===== config.mk =====
export PLATFORM = sky130hd
export DESIGN_NAME = pl_hazard_ctrl
export DESIGN_NICKNAME = d
export VERILOG_FILES = /design/src/rtl/pl_hazard_pkg.sv /design/src/rtl/pl_miss_seq.sv /design/src/rtl/pl_fetch_gate.sv /design/src/rtl/pl_fwd_sel.sv /design/src/rtl/pl_counters.sv /design/src/rtl/pl_hazard_ctrl.sv
export SDC_FILE = /design/constraint.sdc
export NUM_CORES = 1
export LEC_CHECK = 0
export ABC_CLOCK_PERIOD_IN_PS = 3700
export BUFFER_PORTS_ARGS = -buffer_cell sky130_fd_sc_hd__buf_4
export CAP_MARGIN = 40
export CORE_AREA = 2 2 196 198
export CTS_CLUSTER_DIAMETER = 100
export DETAILED_ROUTE_END_ITERATION = 7
export DIE_AREA = 0 0 198 200
export PLACE_DENSITY = 0.69
export SYNTH_ARGS = -nofsm -noshare
export SYNTH_HDL_FRONTEND = slang
export SYNTH_HIERARCHICAL = 1
export SYNTH_SLANG_ARGS = --single-unit

===== constraint.sdc =====
create_clock -name clk_i -period 3.7 [get_ports clk_i]
set_clock_uncertainty 0.1 [all_clocks]
set_input_delay 0.185 -clock clk_i [delete_from_list [all_inputs] [get_ports clk_i]]
set_output_delay 0.185 -clock clk_i [all_outputs]
set_load 0.02 [all_outputs]

===== src/rtl/pl_hazard_pkg.sv =====
package pl_hazard_pkg;
  localparam int PC_W    = 32;
  localparam int RID_W   = 5;
  localparam int N_SRC   = 2;
  localparam int N_STAGE = 5;
  localparam int ST_FET  = 0;
  localparam int ST_DEC  = 1;
  localparam int ST_ALU  = 2;
  localparam int ST_MEM  = 3;
  localparam int ST_WB   = 4;

  typedef enum logic [1:0] {
    CLS_ALU    = 2'd0,
    CLS_LOAD   = 2'd1,
    CLS_STORE  = 2'd2,
    CLS_BRANCH = 2'd3
  } op_cls_e;

  typedef enum logic [1:0] {
    FWD_NONE = 2'd0,
    FWD_ALU  = 2'd1,
    FWD_MEM  = 2'd2
  } fwd_sel_e;

  typedef struct packed {
    logic             vld;
    logic [PC_W-1:0]  pc;
    op_cls_e          cls;
    logic [RID_W-1:0] rs1;
    logic [RID_W-1:0] rs2;
    logic [RID_W-1:0] rd;
    logic             dmiss;
  } slot_t;

  function automatic logic slot_writes(slot_t s);
    return s.vld && (s.cls == CLS_ALU || s.cls == CLS_LOAD) && (s.rd != '0);
  endfunction
endpackage


===== src/rtl/pl_miss_seq.sv =====
module pl_miss_seq #(
  parameter int PENALTY = 10
) (
  input  logic clk_i,
  input  logic rst_ni,
  input  logic ev_wb_i,
  input  logic ev_mem_i,
  input  logic ev_fetch_i,
  output logic freeze_o,
  output logic clr_wb_o,
  output logic clr_mem_o,
  output logic grant_fetch_o
);
  localparam int CW = $clog2(PENALTY + 1);

  logic [CW-1:0] cnt_q;
  logic          idle, start;

  assign idle          = (cnt_q == '0);
  // fixed order: writeback, then memory, then fetch
  assign clr_wb_o      = idle & ev_wb_i;
  assign clr_mem_o     = idle & ~ev_wb_i & ev_mem_i;
  assign grant_fetch_o = idle & ~ev_wb_i & ~ev_mem_i & ev_fetch_i;
  assign start         = clr_wb_o | clr_mem_o | grant_fetch_o;
  assign freeze_o      = ~idle | start;

  always_ff @(posedge clk_i or negedge rst_ni) begin
    if (!rst_ni)    cnt_q <= '0;
    else if (start) cnt_q <= CW'(PENALTY - 1);
    else if (!idle) cnt_q <= cnt_q - 1'b1;
  end
endmodule


===== src/rtl/pl_fetch_gate.sv =====
module pl_fetch_gate
  import pl_hazard_pkg::*;
(
  input  logic            clk_i,
  input  logic            rst_ni,
  input  logic            pred_taken_i,
  input  logic            in_valid_i,
  input  logic [PC_W-1:0] in_pc_i,
  input  logic            in_is_br_i,
  input  logic            in_imiss_i,
  input  logic            freeze_i,
  input  logic            grant_i,
  output logic            imiss_req_o,
  output logic            accept_o,
  output logic            bubble_o
);
  logic [PC_W-1:0] last_pc_q;
  logic            last_br_q, bub_done_q, served_q;
  logic            taken, mispred;

  assign taken       = (in_pc_i != last_pc_q + PC_W'(4));
  assign mispred     = in_valid_i & last_br_q & ~bub_done_q & (taken != pred_taken_i);
  assign imiss_req_o = in_valid_i & in_imiss_i & ~served_q;
  assign bubble_o    = ~freeze_i & ~imiss_req_o & mispred;
  assign accept_o    = in_valid_i & ~freeze_i & ~imiss_req_o & ~mispred;

  always_ff @(posedge clk_i or negedge rst_ni) begin
    if (!rst_ni) begin
      last_pc_q  <= '0;
      last_br_q  <= 1'b0;
      bub_done_q <= 1'b0;
      served_q   <= 1'b0;
    end else begin
      if (grant_i)  served_q   <= 1'b1;
      if (bubble_o) bub_done_q <= 1'b1;
      if (accept_o) begin
        last_pc_q  <= in_pc_i;
        last_br_q  <= in_is_br_i;
        bub_done_q <= 1'b0;
        served_q   <= 1'b0;
      end
    end
  end
endmodule


===== src/rtl/pl_fwd_sel.sv =====
module pl_fwd_sel
  import pl_hazard_pkg::*;
(
  input  logic             use_i,
  input  logic [RID_W-1:0] src_i,
  input  logic             alu_wr_i,
  input  logic [RID_W-1:0] alu_rd_i,
  input  logic             mem_wr_i,
  input  logic [RID_W-1:0] mem_rd_i,
  output fwd_sel_e         sel_o
);
  always_comb begin
    sel_o = FWD_NONE;
    if (use_i && src_i != '0) begin
      if (alu_wr_i && alu_rd_i == src_i)      sel_o = FWD_ALU;
      else if (mem_wr_i && mem_rd_i == src_i) sel_o = FWD_MEM;
    end
  end
endmodule


===== src/rtl/pl_counters.sv =====
module pl_counters #(
  parameter int CNT_W = 32
) (
  input  logic             clk_i,
  input  logic             rst_ni,
  input  logic             retire_i,
  output logic [CNT_W-1:0] cycle_cnt_o,
  output logic [CNT_W-1:0] instr_cnt_o
);
  always_ff @(posedge clk_i or negedge rst_ni) begin
    if (!rst_ni) begin
      cycle_cnt_o <= '0;
      instr_cnt_o <= '0;
    end else begin
      cycle_cnt_o <= cycle_cnt_o + 1'b1;
      if (retire_i) instr_cnt_o <= instr_cnt_o + 1'b1;
    end
  end
endmodule


===== src/rtl/pl_hazard_ctrl.sv =====
module pl_hazard_ctrl
  import pl_hazard_pkg::*;
#(
  parameter int MISS_PENALTY = 10,
  parameter int CNT_W        = 32
) (
  input  logic             clk_i,
  input  logic             rst_ni,
  input  logic             pred_taken_i,
  input  logic             in_valid_i,
  input  logic [PC_W-1:0]  in_pc_i,
  input  logic [1:0]       in_cls_i,
  input  logic [RID_W-1:0] in_rs1_i,
  input  logic [RID_W-1:0] in_rs2_i,
  input  logic [RID_W-1:0] in_rd_i,
  input  logic             in_imiss_i,
  input  logic             in_dmiss_i,
  output logic             accept_o,
  output logic             stall_o,
  output logic             bubble_o,
  output logic [1:0]       fwd_a_o,
  output logic [1:0]       fwd_b_o,
  output logic             dec_valid_o,
  output logic [PC_W-1:0]  dec_pc_o,
  output logic             retire_o,
  output logic [PC_W-1:0]  retire_pc_o,
  output logic [CNT_W-1:0] cycle_cnt_o,
  output logic [CNT_W-1:0] instr_cnt_o
);
  slot_t            pipe_q [N_STAGE];
  slot_t            in_slot;
  logic             freeze, clr_wb, clr_mem, grant_f, imiss_req;
  logic             ev_wb, ev_mem;
  logic [RID_W-1:0] src_w [N_SRC];
  fwd_sel_e         sel_w [N_SRC];

  always_comb begin
    in_slot.vld   = 1'b1;
    in_slot.pc    = in_pc_i;
    in_slot.cls   = op_cls_e'(in_cls_i);
    in_slot.rs1   = in_rs1_i;
    in_slot.rs2   = in_rs2_i;
    in_slot.rd    = in_rd_i;
    in_slot.dmiss = in_dmiss_i;
  end

  assign ev_wb  = pipe_q[ST_WB].vld  && pipe_q[ST_WB].cls  == CLS_STORE && pipe_q[ST_WB].dmiss;
  assign ev_mem = pipe_q[ST_MEM].vld && pipe_q[ST_MEM].cls == CLS_LOAD  && pipe_q[ST_MEM].dmiss;

  pl_miss_seq #(.PENALTY(MISS_PENALTY)) u_miss (
    .clk_i, .rst_ni,
    .ev_wb_i      (ev_wb),
    .ev_mem_i     (ev_mem),
    .ev_fetch_i   (imiss_req),
    .freeze_o     (freeze),
    .clr_wb_o     (clr_wb),
    .clr_mem_o    (clr_mem),
    .grant_fetch_o(grant_f)
  );

  pl_fetch_gate u_fetch (
    .clk_i, .rst_ni,
    .pred_taken_i,
    .in_valid_i,
    .in_pc_i,
    .in_is_br_i (in_cls_i == 2'(CLS_BRANCH)),
    .in_imiss_i,
    .freeze_i   (freeze),
    .grant_i    (grant_f),
    .imiss_req_o(imiss_req),
    .accept_o,
    .bubble_o
  );

  // stage registers: shift when not frozen; a served miss flag is cleared in place
  always_ff @(posedge clk_i or negedge rst_ni) begin
    if (!rst_ni) begin
      for (int s = 0; s < N_STAGE; s++) pipe_q[s] <= '0;
    end else if (!freeze) begin
      pipe_q[ST_FET] <= accept_o ? in_slot : '0;
      for (int s = 1; s < N_STAGE; s++) pipe_q[s] <= pipe_q[s-1];
    end else begin
      if (clr_wb)  pipe_q[ST_WB].dmiss  <= 1'b0;
      if (clr_mem) pipe_q[ST_MEM].dmiss <= 1'b0;
    end
  end

  assign src_w[0] = pipe_q[ST_DEC].rs1;
  assign src_w[1] = pipe_q[ST_DEC].rs2;

  for (genvar g = 0; g < N_SRC; g++) begin : g_fwd
    pl_fwd_sel u_sel (
      .use_i   (pipe_q[ST_DEC].vld),
      .src_i   (src_w[g]),
      .alu_wr_i(slot_writes(pipe_q[ST_ALU])),
      .alu_rd_i(pipe_q[ST_ALU].rd),
      .mem_wr_i(slot_writes(pipe_q[ST_MEM])),
      .mem_rd_i(pipe_q[ST_MEM].rd),
      .sel_o   (sel_w[g])
    );
  end

  assign fwd_a_o     = 2'(sel_w[0]);
  assign fwd_b_o     = 2'(sel_w[1]);
  assign stall_o     = freeze;
  assign dec_valid_o = pipe_q[ST_DEC].vld;
  assign dec_pc_o    = pipe_q[ST_DEC].pc;
  assign retire_o    = pipe_q[ST_WB].vld & ~freeze;
  assign retire_pc_o = pipe_q[ST_WB].pc;

  pl_counters #(.CNT_W(CNT_W)) u_cnt (
    .clk_i, .rst_ni,
    .retire_i   (retire_o),
    .cycle_cnt_o,
    .instr_cnt_o
  );
endmodule


# [Word level (Yosys, flattened, before mapping)]
# Cells that the tools add are included.
[totals] ff_bits=323 output_inout_bits=137 word_cells=121
[classes] addsub=4 n_eq_ne=13 mux=17 n_bitwise=27 n_reduce_logical=25
[op_table] operator="$add 32x1->32 const B" n=2
[op_table] operator="$mux 51" n=1
[op_table] operator="$add 32x3->32 const B" n=1
[op_table] operator="$ne 32x32->1" n=1
[op_table] operator="$eq 5x5->1" n=4
[op_table] operator="$reduce_bool 5->1" n=4
[op_table] operator="$and 1x1->1" n=16
[op_table] operator="$logic_and 1x1->1" n=14
[op_table] operator="$mux 2" n=6
[op_table] operator="$mux 1" n=8
[op_table] operator="$mux 4" n=2
[op_table] operator="$not 1->1" n=8
[op_table] operator="$eq 2x1->1 const B" n=2
[op_table] operator="$eq 2x2->1 const B" n=2
[op_table] operator="$logic_not 2->1" n=2
[op_table] operator="$logic_not 4->1" n=1
[op_table] operator="$ne 2x1->1 const B" n=2
[op_table] operator="$reduce_bool 2->1" n=2
[op_table] operator="$sub 4x1->4 const B" n=1
[op_table] operator="$or 1x1->1" n=3
[op_table] operator="$logic_or 1x1->1" n=2
[op_table] operator="$ne 2x2->1 const B" n=1
[op_table] operator="$ne 1x1->1" n=1

# [Logic depth before layout (Yosys ltp)]
# Gate-level depths: netlist of run 1.
[logic_depth] ltp_word=14 depth_mapped=15 depth_no_buf=11

# [Cells and area by module]
# The synthesis of run 1 kept the hierarchy.
[modules_own_cells] module="pl_hazard_ctrl" instances=1 cells_per_inst=657 area_per_inst_um2=8896.0
[modules_own_cells] module="pl_counters" instances=1 cells_per_inst=251 area_per_inst_um2=2899.0
[modules_own_cells] module="pl_fetch_gate" instances=1 cells_per_inst=243 area_per_inst_um2=2443.6
[modules_own_cells] module="pl_fwd_sel" instances=2 cells_per_inst=18 area_per_inst_um2=146.4
[modules_own_cells] module="pl_miss_seq" instances=1 cells_per_inst=25 area_per_inst_um2=251.5

# [Least setup slack after synthesis of run 1]
# OpenSTA, ideal clock, no wires.
[synth_timing] kind="register -> register" from="register u_miss.cnt_q[0]" to="register u_cnt.instr_cnt_o[31]" setup_time_ns=0.128 t_arrival_ns=3.429 t_required_ns=3.472 path_slack_ns=0.042 stages_incl_launch_ff=14 synth_period_minus_slack_ns=3.658 path_cell_list="dfrtp_1 > inv_1 > ha_1 > or3b_4 > nor2_1 > inv_1 > buf_6 > buf_6 > nor2b_1 > nand4_1 > nor4_1 > buf_2 > nand4_1 > xnor2_1"
[synth_between] elab_chain_cells=8 word_cells_on_any_way=12 classes_between="11 x bitwise; 1 x reduce/logical"
[synth_rtl] element="start, declared" line="pl_miss_seq.sv:16" source="logic [CW-1:0] cnt_q;"
[synth_rtl] element="start signal, assigned" line="pl_miss_seq.sv:29" source="else if (start) cnt_q <= CW'(PENALTY - 1);"
[synth_rtl] element="start signal, assigned" line="pl_miss_seq.sv:30" source="else if (!idle) cnt_q <= cnt_q - 1'b1;"
[synth_rtl] element="$logic_not 4->1 (*)" line="pl_miss_seq.sv:19" source="assign idle = (cnt_q == '0);"
[synth_rtl] element="$and 1x1->1" line="pl_miss_seq.sv:22, pl_miss_seq.sv:23"
[synth_rtl] element="$and 1x1->1 (on tied branches)" line="pl_miss_seq.sv:22, pl_miss_seq.sv:23"
[synth_rtl] element="$or 1x1->1 or $and 1x1->1 (tied branches)" line="pl_miss_seq.sv:24, pl_miss_seq.sv:23"
[synth_rtl] element="$or 1x1->1" line="pl_miss_seq.sv:24" source="assign start = clr_wb_o | clr_mem_o | grant_fetch_o;"
[synth_rtl] element="$or 1x1->1 (*)" line="pl_miss_seq.sv:25" source="assign freeze_o = ~idle | start;"
[synth_rtl] element="net stall_o" line="pl_hazard_ctrl.sv:19" source="output logic stall_o,"
[synth_rtl] element="$not 1->1 (*)" line="pl_hazard_ctrl.sv:108" source="assign retire_o = pipe_q[ST_WB].vld & ~freeze;"
[synth_rtl] element="$and 1x1->1 (*)" line="pl_hazard_ctrl.sv:108"
[synth_rtl] element="net retire_o" line="pl_hazard_ctrl.sv:25" source="output logic retire_o,"
[synth_rtl] element="end signal, assigned" line="pl_counters.sv:16" source="if (retire_i) instr_cnt_o <= instr_cnt_o + 1'b1;"
[synth_rtl] element="end, declared" line="pl_counters.sv:8" source="output logic [CNT_W-1:0] instr_cnt_o"
# The timed path passes the listed nets; every way through them passes the cells marked *.
# A chain may end at the register's enable or synchronous reset.

# [Worst setup path after layout of run 1]
[layout_timing] from="register u_fetch.last_pc_q[3]" to="output bubble_o"
[layout_between] elab_chain_cells=5
[layout_rtl] element="start, declared" line="pl_fetch_gate.sv:17" source="logic [PC_W-1:0] last_pc_q;"
[layout_rtl] element="start signal, assigned" line="pl_fetch_gate.sv:37" source="last_pc_q <= in_pc_i;"
[layout_rtl] element="$add 32x3->32" line="pl_fetch_gate.sv:21" source="assign taken = (in_pc_i != last_pc_q + PC_W'(4));"
[layout_rtl] element="$ne 32x32->1" line="pl_fetch_gate.sv:21"
[layout_rtl] element="$ne 1x1->1" line="pl_fetch_gate.sv:22" source="assign mispred = in_valid_i & last_br_q & ~bub_done_q & (taken != pred_taken_i);"
[layout_rtl] element="$and 1x1->1" line="pl_fetch_gate.sv:22"
[layout_rtl] element="$and 1x1->1" line="pl_fetch_gate.sv:24" source="assign bubble_o = ~freeze_i & ~imiss_req_o & mispred;"
[layout_rtl] element="end, declared" line="pl_hazard_ctrl.sv:20" source="output logic bubble_o,"
# Every way passes these cells.

==> key figures, run 1 <==
Placement
  – Final GP Congestion: 0.892
  – Post-DP HPWL: 21.7 mm
  – Input/output buffers: 191
  – Post-place setup slack: -0.0410 ns

Setup path
  – Startpoint Class: register
  – Worst Setup SP: u_fetch/last_pc_q[3]
  – CP required: 3.41 ns
  – Flop2flop setup slack: 0.11 ns
  – CP Max Fanout: 4
  – Critical path class: register to output port
  – Crit. End Element: output port
  – RR Startpoint: u_fetch/last_pc_q[3]
  – Crit path arrival time: 3.34 ns

STA
  – Worst hold slack: 0.157 ns
  – Worst Max-Slew Pin Slew: 1.00 ns
  – Final Cycle Share: 98.0%
  – Slew HR: 33.2%
  – RSZ-0062 raised after global routing: true
  – Tmin final: 3.63 ns
  – Fin. Hold Viols: 0
  – Fmax: 0.276 GHz
  – Setup WS post-layout: 0.0728 ns
  – Final setup violation count: 0
  – Max Slew Vio Count: 0

Clock network
  – Worst-path clk slew: 0.06 ns
  – H-tree level count: 2
  – CTS buffer count: 36
  – CTS tree: built
  – Clk buf depth: 3
  – Root buffer cell: clkbuf_16
  – CTS sink cnt: 323
  – Clk Latency, worst-skew pair: 0.51 ns

Power
  – Maximum VDD drop: 0.000350 V
  – Static leakage: 8.66 nW
  – Pwr dens: 658 mW/mm^2

Synthesis
  – Mean Syn Cell Area: 12.2 um^2
  – Async SR Flop Fraction: 100%
  – Synth Warn #: 6
  – Mapped Area: 0.0148 mm^2
  – Post-synth cell types: 59
  – Syn Inst Count: 1212
  – Post-synth EDFFs: 0
  – Number of synthesized register bits: 323
  – Post-synthesis sequential area ratio: 54.7%
  – Most used DFF post-synth: dfrtp_1
  – Syn Nets: 1272

Final layout
  – Layout cell share with drive strength beyond 1: 34.7%
  – Filler cells: 3330
  – Final core utilization: 48.5%
  – Layout overhead on the synthesized area: 22.7%
  – Most frequent cells in the layout: 319 x dfrtp_1, 209 x buf_4, 180 x mux2_2
  – Commonest non-fill, non-tap cell in the layout: dfrtp_1
  – Final nets: 1469

Route
  – Vias per cell: 4.91
  – Via count: 9566
  – Post-route ant nets: 0
  – Routed Wire Length: 32.1 mm
  – Max Used Layer: met4
  – Average wire per standard cell: 16.5 um
  – Detailed Route Iter0 Violations: 447
  – Drt pass-1 iters: 4
  – Wl on met1: 15.3 mm
  – Drt drc: 0
  – Met3 WL: 1.30 mm
  – Routed wl met2: 14.7 mm

Status
  – Outcome: finished, final reports clean

Floorplan
  – Die ar.: 0.0396 mm^2
  – Die span in y: 200 um
  – Die X: 198 um
  – Starting density of the core: 39.5%
  – Row cnt: 71
  – IO Count: 192
  – CORE AREA: 0.0374 mm^2

Min path
  – Hold crit path type: primary input to register
  – Hold_sp: pred_taken_i

GRT
  – Largest net degree at the start of global routing: 201
  – Number of antenna violations at the first check in global routing: 3
  – Vias in the first global route: 9789
  – Grt ovf: 0
  – First-pass GRT wire length: 52.8 mm
  – Gr usage total: 16.6%

Run
  – Max-cap violations: 0
cells in the mapped netlist, drive strengths merged (3+ instances only):
library cell    n  area (um^2)
nand2         137          514
mux2i           3         30.0
nand3          35          175
nor2           31          116
and4            5         43.8
xor2           60          526
o21ai          56          288
nand2b          3         18.8
xnor2          66          578
and3           11         68.8
and2            5         31.3
nand4          33          219
a211oi          3         27.5
dfrtp         323         8080
nor3b           4         40.0
nor3           20          100
or3             5         31.3
or2             4         25.0
a21oi           9         45.0
nand3b          3         22.5
inv            17         63.8
clkbuf         11         41.3
mux2          202         2270
or4             7         63.8
buf           103          822
ha              5         62.6
nor4           25          226
cells by family after synthesis:
group           Yosys count  synth area share, %
buf+inv                 131                 6.27
simple gates            336                 12.0
xor+xnor                126                 7.47
compound gates           86                 3.56
flops                   323                 54.7
fa+ha+maj                 5                0.423
mux                     205                 15.6
routing by layer:
| layer | GRT usage [%] | vias up |
|---|---|---|
| met2 | 25.9 | 171 |
| met3 | 2.94 | 52 |
| li1 | - | 4551 |
| met4 | 5.63 | 0 |
| met5 | 0 | - |
| met1 | 23.5 | 4792 |
worst max-delay path, cell delays in order, from the launching register on:
cell and delay [ns]:
dfrtp_1 0.42, ha_4 0.16, nand4_1 0.14, or3_1 0.40, o31a_1 0.27, nor4_4 0.30
nand4_1 0.15, a211oi_2 0.30, a21bo_2 0.21, and2_4 0.16, and3_4 0.18, buf_6 0.11
stage by stage:
stage	cell area, um^2	cells	TNS [ns]	power, mW
4_1_cts	18100	1941	0	12.0
3_3_place_gp	16300	1823	0	8.30
6_report	18100	1948	0	11.9
2_1_floorplan	14800	1212	0	7.68
5_1_grt	18100	1948	-1.54	12.6
3_5_place_dp	16300	1823	-0.0782	8.44
report_power, final:
part	total (mW)	internal [mW]	switching, mW	leakage (nW)
Sequential	5.31	4.51	0.797	4.37
Combinational	3.17	1.67	1.51	3.72
Clock	3.45	2.05	1.40	0.568
Total	11.9	8.23	3.70	8.66
flip-flops by register name, summed over array words and instances, names as in the netlist:
signal	flops
dec_pc_o	32
dec_valid_o	1
pipe_q	155
retire_pc_o	32
u_cnt/cycle_cnt_o	32
u_cnt/instr_cnt_o	32
u_fetch/bub_done_q	1
u_fetch/last_br_q	1
u_fetch/last_pc_q	32
u_fetch/served_q	1
u_miss/cnt_q	4
path summary, 6_finish.rpt:
kind                                         endpoint  depth (start not counted)
worst max-delay path                         bubble_o                         11
max in group asynchronous                 pipe_q[142]                          3
worst min register to register  u_cnt/instr_cnt_o[31]                          1
worst max register to register   u_fetch/last_pc_q[0]                         12
worst min-delay path                u_fetch/last_br_q                          4
min in group asynchronous                dec_pc_o[24]                          2
layout make-up:
| cell class | count | area [um^2] | share of cell area (%) |
|---|---|---|---|
| multi-input cells | 758 | 5870 | 32.3 |
| clock inverters | 9 | 88.8 | 0.490 |
| inverters | 17 | 71.3 | 0.393 |
| repair buffers | 273 | 2310 | 12.8 |
| well taps | 511 | 639 | 3.53 |
| clock buffers | 54 | 1060 | 5.84 |
| flip-flops and latches | 323 | 8090 | 44.6 |
| diodes | 3 | 7.51 | 0.0414 |
repair_timing:
| action | 4_1_cts | 5_1_grt |
|---|---|---|
| cloned | 1 | 0 |
| gates resized for setup | 14 | 11 |
| hold endpoints to repair | 178 | 0 |
| pin swaps | 5 | 13 |
| hold buffers | 52 | 0 |
| endpoints found under the setup margin | 7 | 39 |
| buffers inserted | 2 | 4 |
No activity file was read; power rests on OpenSTA's default activity.
==> run 2: changes to the inputs <==
Settings changed: PLACE_DENSITY 0.69 to 0.61.
==> key figures, run 2 (same netlist as run 1, synthesis figures left out) <==
Route
  – Drt drc: 0
  – Via count: 9487
  – Detailed Route Iter0 Violations: 398
  – Drt pass-1 iters: 4
  – Routed Wire Length: 31.9 mm
  – Post-route ant nets: 0
  – Vias per cell: 4.85
  – Average wire per standard cell: 16.3 um

Power
  – Clock share of power: 30.9%
  – Pint: 8.54 mW
  – Sequential share of power: 43.1%
  – Static leakage: 8.76 nW
  – Final Power: 12.3 mW
  – Net switching power figure: 3.73 mW
  – Pwr dens: 672 mW/mm^2
  – Combinational fraction of design power: 25.9%
  – Switching portion of total power: 30.4%
  – Maximum VDD drop: 0.000329 V

Clock network
  – CTS sink cnt: 323
  – Root buffer cell: clkbuf_16
  – H-tree level count: 2
  – Worst-path clk slew: 0.06 ns
  – CTS buffer count: 37
  – CTS tree: built
  – Clk Latency, worst-skew pair: 0.54 ns
  – Clk buf depth: 3

Status
  – Outcome: finished, final reports clean

Final layout
  – Design Area, Final: 0.0183 mm^2
  – Most frequent cells in the layout: 321 x dfrtp_1, 221 x buf_4, 180 x mux2_2
  – Diode count: 0
  – Final nets: 1478
  – Layout cell share with drive strength beyond 1: 35.0%
  – Commonest non-fill, non-tap cell in the layout: dfrtp_1
  – Number of flip-flops in the largest register: 155
  – Most flop-heavy register: pipe_q
  – Final cell count without fillers: 1957
  – Layout overhead on the synthesized area: 23.6%

Run
  – Max-cap violations: 0

STA
  – Fmax: 0.276 GHz
  – Slew HR: 44.0%
  – RSZ-0062 raised after global routing: true
  – Worst Max-Slew Pin Slew: 0.841 ns
  – Final setup TNS: 0 ns
  – Final setup violation count: 0
  – Final Cycle Share: 97.9%
  – Max Slew Vio Count: 0
  – Fin. Hold Viols: 0
  – Tmin final: 3.62 ns

Floorplan
  – Die span in y: 200 um
  – IO Count: 192
  – Row cnt: 71
  – CORE AREA: 0.0374 mm^2
  – Die ar.: 0.0396 mm^2
  – Die X: 198 um
  – Starting density of the core: 39.5%

GRT
  – Largest net degree at the start of global routing: 104
  – Gr usage total: 16.3%
  – Grt ovf: 0
  – Number of antenna violations at the first check in global routing: 1
  – Vias in the first global route: 9438
  – First-pass GRT wire length: 51.3 mm

Setup path
  – Worst-case reg-to-reg path depth: 11
  – Critical path class: register to output port
  – CP required: 3.41 ns
  – CP Max Fanout: 6
  – Crit. End Element: output port
  – Startpoint Class: register
  – Crit path arrival time: 3.34 ns

Placement
  – Cells after DPL: 1826
  – Final GP Congestion: 0.838
  – Post-DP HPWL: 21.7 mm
  – Post-DP Area: 0.0163 mm^2
  – Input/output buffers: 191

Min path
  – Hold crit path type: primary input to register
  – Hold Path Stages: 6
==> run 2: repair_timing <==
| item | CTS | global route |
|---|---|---|
| hold endpoints to repair | 181 | 0 |
| setup endpoints to repair | 2 | 17 |
| resized for setup | 12 | 6 |
| gates cloned | 1 | 0 |
| pin swaps | 12 | 7 |
| hold buffers | 52 | 0 |
| setup buffers | 6 | 5 |
==> run 2: metrics by stage <==
step                setup slack [ns]  utilization (%)  hold slack [ns]
global route                 -0.0781             48.8            0.135
CTS                           0.0113             48.7           0.0655
global placement               0.108             43.5            0.191
finish                        0.0794             48.8            0.100
floorplan                     0.0423                -           -0.211
detailed placement            0.0921             43.5            0.198
==> run 2: worst max-delay path, cell delays in order (launching register included) <==
cell and delay, ns:
dfrtp_1 0.38, nand4_1 0.13, or4_4 0.61, or3_1 0.40, o31ai_2 0.23, a211oi_1 0.08, nor4_2 0.27, nand3b_1 0.19
and2_4 0.19, and3_1 0.16, buf_4 0.16
==> run 2: final cells by class <==
| class | instances | area [um^2] |
|---|---|---|
| Clock buffer | 55 | 1100 |
| Inverter | 17 | 71.3 |
| Fill cell | 3351 | 19100 |
| Sequential cell | 323 | 8090 |
| Clock inverter | 12 | 178 |
| Tap cell | 511 | 639 |
| Multi-Input combinational cell | 758 | 5850 |
| Timing Repair Buffer | 281 | 2350 |
==> run 2: path summary, 6_finish.rpt <==
check / startpoint / end / slack [ns]
worst max-delay path: u_fetch/last_pc_q[11] / bubble_o / 0.08
worst min-delay path: in_imiss_i / u_fetch/served_q / 0.10
worst max register to register: u_fetch/last_pc_q[11] / u_fetch/last_pc_q[22] / 0.16
worst min register to register: u_cnt/cycle_cnt_o[31] / u_cnt/cycle_cnt_o[31] / 0.38
max in group asynchronous: rst_ni / u_cnt/cycle_cnt_o[31] / 2.32
min in group asynchronous: rst_ni / retire_pc_o[24] / 0.17
==> run 2: per-layer routing <==
| layer | GRT usage (%) | vias up | wire (um) |
|---|---|---|---|
| li1 | - | 4574 | - |
| met5 | 0 | - | 12 |
| met3 | 3.91 | 48 | 1560 |
| met4 | 4.51 | 2 | 614 |
| met2 | 24.8 | 180 | 14100 |
| met1 | 23.3 | 4683 | 15600 |
==> run 2: power by group through the flow <==
stage	combinational [mW]	sequential [mW]	clock, mW
after floorplan	2.60	5.08	0
after global placement	2.99	5.32	0
after detailed placement	3.07	5.36	0
after CTS	3.18	5.30	3.92
after global routing	3.50	5.44	4.06
final	3.18	5.29	3.80
==> run 3: changes to the inputs <==
Settings changed: ABC_AREA set to 1, CORE_AREA 2 2 196 198 to 2 2 203 205, CTS_CLUSTER_SIZE set to 28, DIE_AREA 0 0 198 200 to 0 0 205 207.
==> key figures, run 3 <==
Clock network
  – Worst-path clk slew: 0.11 ns
  – Root buffer cell: clkbuf_16
  – CTS tree: built
  – H-tree level count: 1
  – Clk Latency, worst-skew pair: 0.52 ns
  – Clk buf depth: 3
  – CTS sink cnt: 323
  – CTS buffer count: 17

STA
  – Tmin final: 3.38 ns
  – Worst Max-Slew Pin Slew: 0.710 ns
  – Worst hold slack: 0.162 ns
  – Max Slew Vio Count: 0
  – Slew HR: 52.7%
  – RSZ-0062 raised after global routing: false
  – Final setup violation count: 0
  – Final Cycle Share: 91.4%
  – Final setup TNS: 0 ns
  – Setup WS post-layout: 0.318 ns
  – Fin. Hold Viols: 0
  – Fmax: 0.296 GHz

Synthesis
  – Async SR Flop Fraction: 100%
  – Syn Inst Count: 1975
  – Post-synthesis sequential area ratio: 50.7%
  – Most used DFF post-synth: dfrtp_1
  – Count leader, synth: nand2_1
  – Post-synth EDFFs: 0
  – Syn Nets: 2035
  – Most common library cells after synthesis: 642 x nand2_1, 323 x dfrtp_1, 228 x inv_1
  – Number of synthesized register bits: 323
  – Mean Syn Cell Area: 8.08 um^2
  – Mapped Area: 0.0160 mm^2
  – Largest area contributor in the netlist: dfrtp_1
  – Share of the synthesized area in the top cell type: 50.7%
  – Post-synth cell types: 42
  – Main area contributors after synthesis: dfrtp_1 51%, nand2_1 15%, inv_1 5.4%
  – Synth Warn #: 6

Route
  – Via count: 12600
  – Routed Wire Length: 40.1 mm
  – Detailed Route Iter0 Violations: 826
  – Drt pass-1 iters: 5
  – Post-route ant nets: 0
  – Vias per cell: 4.73
  – Drt drc: 0
  – Average wire per standard cell: 15.1 um

Placement
  – Input/output buffers: 191
  – Cells after DPL: 2584
  – Post-DP Area: 0.0173 mm^2
  – Post-DP HPWL: 28.6 mm
  – Post-place setup slack: 0.737 ns
  – Final GP Congestion: 0.910

Setup path
  – Critical path class: register to output port
  – Flop2flop setup slack: 0.71 ns
  – CP required: 3.41 ns
  – Worst-case reg-to-reg path depth: 14
  – Reg2reg end: u_cnt/instr_cnt_o[27]
  – Crit. End Element: output port
  – Startpoint Class: register
  – Crit path arrival time: 3.10 ns
  – RR Startpoint: u_miss/cnt_q[0]
  – CP Max Fanout: 14

Floorplan
  – Die X: 205 um
  – IO Count: 192
  – Starting density of the core: 39.5%
  – Die ar.: 0.0424 mm^2
  – Die span in y: 207 um
  – Row cnt: 74
  – CORE AREA: 0.0404 mm^2

Status
  – Outcome: finished, final reports clean

GRT
  – Number of antenna violations at the first check in global routing: 0
  – GR Util met1: 28.8%
  – Grt ovf: 0
  – Largest net degree at the start of global routing: 121
  – GR peak layer: met1
  – First-pass GRT wire length: 64.3 mm
  – Vias in the first global route: 12000
  – Met3 global-route usage: 1.90%
  – Gr usage total: 18.6%
  – Met2 Usage GRT: 28.2%

Final layout
  – Diode count: 0
  – Design Area, Final: 0.0184 mm^2
  – Final cell count without fillers: 2662
  – Layout cell share with drive strength beyond 1: 14.1%
  – Most frequent cells in the layout: 641 x nand2_1, 323 x dfrtp_1, 227 x inv_1
  – Commonest non-fill, non-tap cell in the layout: nand2_1
  – Most flop-heavy register: pipe_q
  – Number of flip-flops in the largest register: 155
  – Layout overhead on the synthesized area: 15.6%
  – Final nets: 2184
  – Final core utilization: 45.7%
  – Filler cells: 4037

Power
  – Pwr dens: 589 mW/mm^2
  – Static leakage: 9.07 nW
  – Maximum VDD drop: 0.000276 V
  – Final Power: 10.9 mW

Min path
  – Hold crit path type: primary input to asynchronous set/reset pin

Run
  – Max-cap violations: 0
-- run 3: logic make-up (layout without fill, tap and decap cells) --
kind of cell | Yosys count | count (layout) | synth area share [%]
XOR/XNOR | 66 | 66 | 3.72
adder cells (fa/ha/maj) | 5 | 5 | 0.392
flip-flops | 323 | 323 | 50.7
AND/OR/NAND/NOR | 1012 | 1012 | 27.2
buffers and inverters | 368 | 523 | 11.4
AO/OA/AOI/OAI | 201 | 201 | 6.59
-- run 3: what timing repair did --
action / 4_1_cts / 5_1_grt
setup endpoints to repair: 0 / 2
hold endpoints to repair: 165 / 0
hold buffers: 51 / 0
setup buffers: 0 / 0
resized for setup: 0 / 4
-- run 3: how the worst max path moves through the flow --
stage / startpoint / to / slack, ns / depth (start not counted)
floorplan: u_miss/cnt_q[0] / u_cnt/instr_cnt_o[27] / 0.49 / 18
global placement: pipe_q[101] / u_cnt/instr_cnt_o[27] / 0.83 / 14
detailed placement: u_miss/cnt_q[0] / u_cnt/instr_cnt_o[27] / 0.74 / 14
CTS: u_fetch/last_pc_q[2] / accept_o / 0.21 / 19
global route: u_fetch/last_pc_q[2] / accept_o / 0.02 / 20
finish: u_fetch/last_pc_q[2] / accept_o / 0.32 / 20
-- run 3: report_power, final --
part	internal [mW]	switching (mW)	leakage [nW]	total [mW]
registers	4.49	0.691	4.32	5.18
clock network	0.959	1.23	0.258	2.19
logic	1.25	2.25	4.49	3.50
total	6.69	4.17	9.07	10.9
-- run 3: layout make-up --
type,count,area (um^2),share of cell area (%)
Sequential cell,323,8080,43.8
Multi-Input combinational cell,1284,6060,32.9
Timing Repair Buffer,259,2190,11.9
Inverter,239,906,4.91
Tap cell,532,666,3.61
Clock buffer,18,429,2.33
Clock inverter,7,108,0.583
-- run 3: layer usage --
| layer | wire, um | vias to the layer above |
|---|---|---|
| met3 | 1820 | 52 |
| met1 | 19900 | 5927 |
| met4 | 782 | 0 |
| met5 | 0 | - |
| li1 | - | 6346 |
| met2 | 17600 | 273 |
-- run 3: worst max-delay path, stage by stage (launching register included) --
cell	delay [ns]
dfrtp_1	0.43
ha_2	0.23
nand2_1	0.11
nor2_4	0.15
nand2_4	0.10
nor2_4	0.16
nand2_1	0.09
nand2_1	0.06
nand2_1	0.05
nor2_1	0.07
nand2_1	0.05
nor2_1	0.08
nand2_1	0.07
nor2_2	0.10
nand2_1	0.07
nand2_2	0.07
nand3_4	0.08
nand2_4	0.08
clkinvlp_4	0.16
buf_12	0.20
buf_4	0.16
